--- config.mk ---
export PLATFORM = sky130hd
export DESIGN_NAME = serial_display_rx
export DESIGN_NICKNAME = d
export VERILOG_FILES = /design/src/rtl/sdrx_pkg.sv /design/src/rtl/sdrx_sync.sv /design/src/rtl/sdrx_edge.sv /design/src/rtl/sdrx_shift.sv /design/src/rtl/serial_display_rx.sv
export SDC_FILE = /design/constraint.sdc
export NUM_CORES = 1
export LEC_CHECK = 0
export BUFFER_PORTS_ARGS = -buffer_cell sky130_fd_sc_hd__clkbuf_2
export CORE_ASPECT_RATIO = 0.75
export CORE_MARGIN = 2
export CORE_UTILIZATION = 57
export CTS_CLUSTER_SIZE = 25
export DETAILED_ROUTE_END_ITERATION = 8
export PLACE_DENSITY_LB_ADDON = 0.2
export SLEW_MARGIN = 20
export SYNTH_ARGS = -nofsm -noshare
export SYNTH_HDL_FRONTEND = slang
export SYNTH_SLANG_ARGS = --single-unit
export TNS_END_PERCENT = 30
--- constraint.sdc ---
create_clock -name clk -period 3.9 [get_ports clk]
set_clock_uncertainty 0.2 [all_clocks]
set_input_delay 1.17 -clock clk [delete_from_list [all_inputs] [get_ports clk]]
set_output_delay 1.17 -clock clk [all_outputs]
set_load 0.03 [all_outputs]
--- src/rtl/sdrx_pkg.sv ---
package sdrx_pkg;
  localparam int unsigned BYTE_BITS = 8;

  // Next bit-count value, wrapping after the last bit of a byte.
  function automatic logic [$clog2(BYTE_BITS)-1:0] cnt_advance(
      input logic [$clog2(BYTE_BITS)-1:0] cur);
    if (cur == BYTE_BITS[$clog2(BYTE_BITS)-1:0] - 1'b1)
      cnt_advance = '0;
    else
      cnt_advance = cur + 1'b1;
  endfunction

  // Append the newest bit below the bits already received (MSB first).
  function automatic logic [BYTE_BITS-1:0] shift_in(
      input logic [BYTE_BITS-1:0] acc, input logic b);
    shift_in = {acc[BYTE_BITS-2:0], b};
  endfunction

  // Both chip selects in their active state.
  function automatic logic is_selected(input logic lo_n, input logic hi);
    is_selected = !lo_n && hi;
  endfunction
endpackage

--- src/rtl/sdrx_sync.sv ---
module sdrx_sync #(
  parameter int unsigned WIDTH  = 5,
  parameter int unsigned STAGES = 2
) (
  input  logic             clk,
  input  logic             rst_n,
  input  logic [WIDTH-1:0] d_async,
  output logic [WIDTH-1:0] q_sync
);
  logic [WIDTH-1:0] stg_q [STAGES];

  always_ff @(posedge clk or negedge rst_n) begin
    if (!rst_n) begin
      for (int i = 0; i < int'(STAGES); i++) stg_q[i] <= '0;
    end else begin
      stg_q[0] <= d_async;
      for (int i = 1; i < int'(STAGES); i++) stg_q[i] <= stg_q[i-1];
    end
  end

  assign q_sync = stg_q[STAGES-1];
endmodule

--- src/rtl/sdrx_edge.sv ---
module sdrx_edge (
  input  logic clk,
  input  logic rst_n,
  input  logic lvl,
  output logic rise
);
  logic prev_q;

  always_ff @(posedge clk or negedge rst_n) begin
    if (!rst_n) prev_q <= 1'b0;
    else        prev_q <= lvl;
  end

  assign rise = lvl && !prev_q;


  rise_single_chk: assert property (@(posedge clk) disable iff (!rst_n)
    rise |=> !rise);
endmodule

--- src/rtl/sdrx_shift.sv ---
module sdrx_shift
  import sdrx_pkg::*;
#(
  parameter int unsigned BITS = BYTE_BITS
) (
  input  logic            clk,
  input  logic            rst_n,
  input  logic            bit_evt,
  input  logic            sel,
  input  logic            dat,
  input  logic            dc,
  output logic            byte_done,
  output logic [BITS-1:0] byte_val,
  output logic            byte_dc,
  output logic [$clog2(BITS)-1:0] cnt
);
  localparam int unsigned CW = $clog2(BITS);

  logic [BITS-1:0] shreg_q;
  logic [CW-1:0]   cnt_q;
  logic            take_bit;

  assign take_bit  = bit_evt && sel;
  assign byte_done = take_bit && (cnt_q == CW'(BITS - 1));
  assign byte_val  = shift_in(shreg_q, dat);
  assign byte_dc   = dc;
  assign cnt       = cnt_q;

  always_ff @(posedge clk or negedge rst_n) begin
    if (!rst_n) begin
      shreg_q <= '0;
      cnt_q   <= '0;
    end else if (!sel) begin
      cnt_q   <= '0;
    end else if (take_bit) begin
      shreg_q <= shift_in(shreg_q, dat);
      cnt_q   <= cnt_advance(cnt_q);
    end
  end


  desel_clear_chk: assert property (@(posedge clk) disable iff (!rst_n)
    !sel |=> cnt_q == '0);

  wrap_chk: assert property (@(posedge clk) disable iff (!rst_n)
    byte_done |=> cnt_q == '0);

  idle_hold_chk: assert property (@(posedge clk) disable iff (!rst_n)
    (sel && !bit_evt) |=> $stable(cnt_q) || !$past(sel));
endmodule

--- src/rtl/serial_display_rx.sv ---
module serial_display_rx
  import sdrx_pkg::*;
#(
  parameter int unsigned SYNC_STAGES = 2
) (
  input  logic       clk,
  input  logic       rst_n,
  input  logic       ser_clk,
  input  logic       ser_dat,
  input  logic       ser_dc,
  input  logic       sel_lo_n,
  input  logic       sel_hi,
  output logic       wr_valid,
  output logic [7:0] wr_data,
  output logic       wr_is_data
);
  localparam int unsigned NSIG = 5;
  localparam int unsigned CW   = $clog2(BYTE_BITS);

  logic [NSIG-1:0]      raw_in, syn;
  logic                 clk_rise, sel_now, byte_done, byte_dc;
  logic [BYTE_BITS-1:0] byte_val;
  logic [CW-1:0]        bit_cnt;

  assign raw_in = {ser_clk, ser_dat, ser_dc, sel_lo_n, sel_hi};

  sdrx_sync #(.WIDTH(NSIG), .STAGES(SYNC_STAGES)) u_sync (
    .clk(clk), .rst_n(rst_n), .d_async(raw_in), .q_sync(syn));

  sdrx_edge u_edge (
    .clk(clk), .rst_n(rst_n), .lvl(syn[4]), .rise(clk_rise));

  assign sel_now = is_selected(syn[1], syn[0]);

  sdrx_shift #(.BITS(BYTE_BITS)) u_shift (
    .clk(clk), .rst_n(rst_n), .bit_evt(clk_rise), .sel(sel_now),
    .dat(syn[3]), .dc(syn[2]), .byte_done(byte_done),
    .byte_val(byte_val), .byte_dc(byte_dc), .cnt(bit_cnt));

  always_ff @(posedge clk or negedge rst_n) begin
    if (!rst_n) begin
      wr_valid   <= 1'b0;
      wr_data    <= '0;
      wr_is_data <= 1'b0;
    end else begin
      wr_valid <= byte_done;
      if (byte_done) begin
        wr_data    <= byte_val;
        wr_is_data <= byte_dc;
      end
    end
  end


  strobe_pulse_chk: assert property (@(posedge clk) disable iff (!rst_n)
    wr_valid |=> !wr_valid);

  out_hold_chk: assert property (@(posedge clk) disable iff (!rst_n)
    !wr_valid |-> $stable(wr_data) && $stable(wr_is_data));

  strobe_src_chk: assert property (@(posedge clk) disable iff (!rst_n)
    wr_valid |-> $past(clk_rise) && $past(sel_now));

  last_bit_chk: assert property (@(posedge clk) disable iff (!rst_n)
    wr_valid |-> $past(bit_cnt) == CW'(BYTE_BITS - 1));
endmodule

==> flow_summary.json <==
{
  "hold_violations": 0,
  "cts_tree": "done",
  "grt_pass1_vias": 550,
  "cts-buffers-inserted": 5,
  "worstHoldPathType": "flip-flop to flip-flop",
  "whs_path_depth": 0,
  "h-tree-depth": 2,
  "r2r_cells": 3,
  "ys_top_cells_by_area": "dfrtp_1, mux2_4, mux2_2",
  "r2r-end": "wr_data[7]",
  "ys_warn_count": 0,
  "maxCapViolations": 0,
  "yosys_register_bits": 31,
  "power_density_nw_per_um2": 445,
  "crit_path_start": "wr_data[0]",
  "core_um2": 1790,
  "wl_mm": 1.60,
  "yosysSeqAreaShare": 0.693,
  "p_leak_nw": 0.679,
  "cts.sinks": 31,
  "post_cts_buffers": 0,
  "cts-root-buf": "clkbuf_4",
  "ir_drop_mv": 0.311,
  "synth_area_um2": 1120,
  "final-setup-viol-count": 0,
  "worstPathArrival_ns": 0.91,
  "power_uw": 563,
  "dieArea_um2": 2340,
  "netlist_instances": 62,
  "synth_nets": 71,
  "rsz0062_at_grt": "false",
  "synth_top_area_share": 0.693,
  "rows": 13,
  "end_kind": "output pin",
  "crit_family": "flip-flops",
  "path_cells": "clkbuf_2",
  "clkSlewWorstSetupHoldPaths_ns": 0.09,
  "synth.avg_cell_area_um2": 18.1,
  "synthToLayoutAreaGrowth_pct": 13.1,
  "min_from": "u_sync.stg_q[7]",
  "gp_congestion": 0.732,
  "fin_crit_ns": 2.28,
  "antenna_cells": 0,
  "fin_area_um2": 1270,
  "cpMaxStageDelayCell": "dfrtp_1",
  "ctsLongestPathBuffers": 2,
  "dp.cells": 99,
  "die_x_um": 55.2,
  "crit_required_ns": 2.53,
  "grt_first_pass_wirelength_mm": 2.58,
  "crit_fanout": 2,
  "crit_type": "flip-flop to output pin",
  "drive_above_1_share": 0.459,
  "drcViolationCount": 0,
  "start_kind": "flip-flop",
  "rrSetupSlack_ns": 2.06,
  "path_buf_inv": 1,
  "viasPerCell": 5.09,
  "status": "finished clean",
  "num_io_pins": 17,
  "placedInstanceArea_um2": 1220,
  "reg2reg_from": "u_edge.prev_q",
  "synth_top_cell_by_area": "dfrtp_1",
  "io_buffers": 16,
  "holdPathEnd": "u_sync.q_sync[2]",
  "antenna_found_initial": 0,
  "fp.dieH_um": 42.4,
  "postCtsHoldBufs": 0,
  "fin_setup_tns_ns": 0,
  "grt_overflow": 0,
  "mostFrequentLayoutCells": "dfrtp_1, clkbuf_2, mux2_4",
  "detail-route-antenna-nets": 0,
  "avgRoutedWirePerCell_um": 15.0,
  "clock.fmax_mhz": 439,
  "post_cts_resized": 0,
  "final_common_cell": "dfrtp_1",
  "yosysUniqueCellTypes": 12,
  "via_count": 545,
  "cp_slowest_stage_delay_ns": 0.40,
  "tightest_slew_ns": 0.729,
  "drt_iter0_markers": 4,
  "period_share": 0.584,
  "dp_hpwl_mm": 1.15,
  "relSlewSlack": 0.514,
  "dr.pass1.iters": 2,
  "grt_max_degree": 32,
  "drv_slew": 0,
  "worst_hold_slack_ns": 0.153,
  "grt_use_total": 0.177,
  "clk_latency_ns": 0.32,
  "final_cells": 107,
  "start_util": 0.626,
  "final_nets": 93
}
[power breakdown]
part	leakage [nW]	switching, mW	internal (mW)
Combinational	0.248	0.0138	0.0191
Clock	0.0293	0.0968	0.0701
Sequential	0.401	0.0172	0.346
[per-layer routing]
| metal | up-vias | share of wire | global-route usage |
|---|---|---|---|
| met1 | 273 | 0.41 | 0.200 |
| met4 | 0 | 0.016 | 0.0878 |
| li1 | 252 | - | - |
| met5 | - | 0 | 0 |
| met2 | 16 | 0.51 | 0.260 |
| met3 | 4 | 0.059 | 0.107 |
[worst max path at each step]
stage                                     to  depth (start not counted)
after floorplan                   wr_data[0]                          0
after global placement            wr_data[3]                          1
after detailed placement  u_shift.shreg_q[2]                          1
after CTS                         wr_data[0]                          1
after global routing              wr_data[2]                          1
final                             wr_data[0]                          1
[through the flow]
step / setup WS, ns / util
after CTS: 1.60 / 0.708
after global routing: 1.57 / 0.708
after detailed placement: 1.96 / 0.680
after floorplan: 2.05 / -
final: 1.62 / 0.708
after global placement: 1.96 / 0.680
[state kept, by name, summed over array words and instances, names as in the netlist]
register	flops
wr_data	8
u_shift.shreg_q	7
u_sync.q_sync	5
u_sync.stg_q	5
u_shift.cnt	3
u_edge.prev_q	1
wr_is_data	1
wr_valid	1
[cell usage after synthesis]
library cell,instances
mux2i_1,3
and4bb_1,1
dfrtp_1,31
nor2b_1,1
ha_1,2
nand2_8,1
mux2_2,7
inv_1,1
nand2b_1,1
mux2_4,9
buf_6,1
nor2_1,4
[layout make-up]
type / count / area, um^2
Fill cell: 137 / 523
Sequential cell: 31 / 776
Tap cell: 22 / 27.5
Clock inverter: 1 / 5.00
Multi-Input combinational cell: 29 / 329
Clock buffer: 7 / 45.0
Timing Repair Buffer: 16 / 80.1
Inverter: 1 / 3.75
[cell families (layout without fill, tap and decap cells)]
logic type	count (synthesis)	in the layout	synth area share
flops	31	31	0.693
mux	19	19	0.218
simple gates	8	8	0.0536
fa+ha+maj	2	2	0.0223
buf+inv	2	25	0.0134
(Power assumes the default switching activity.)
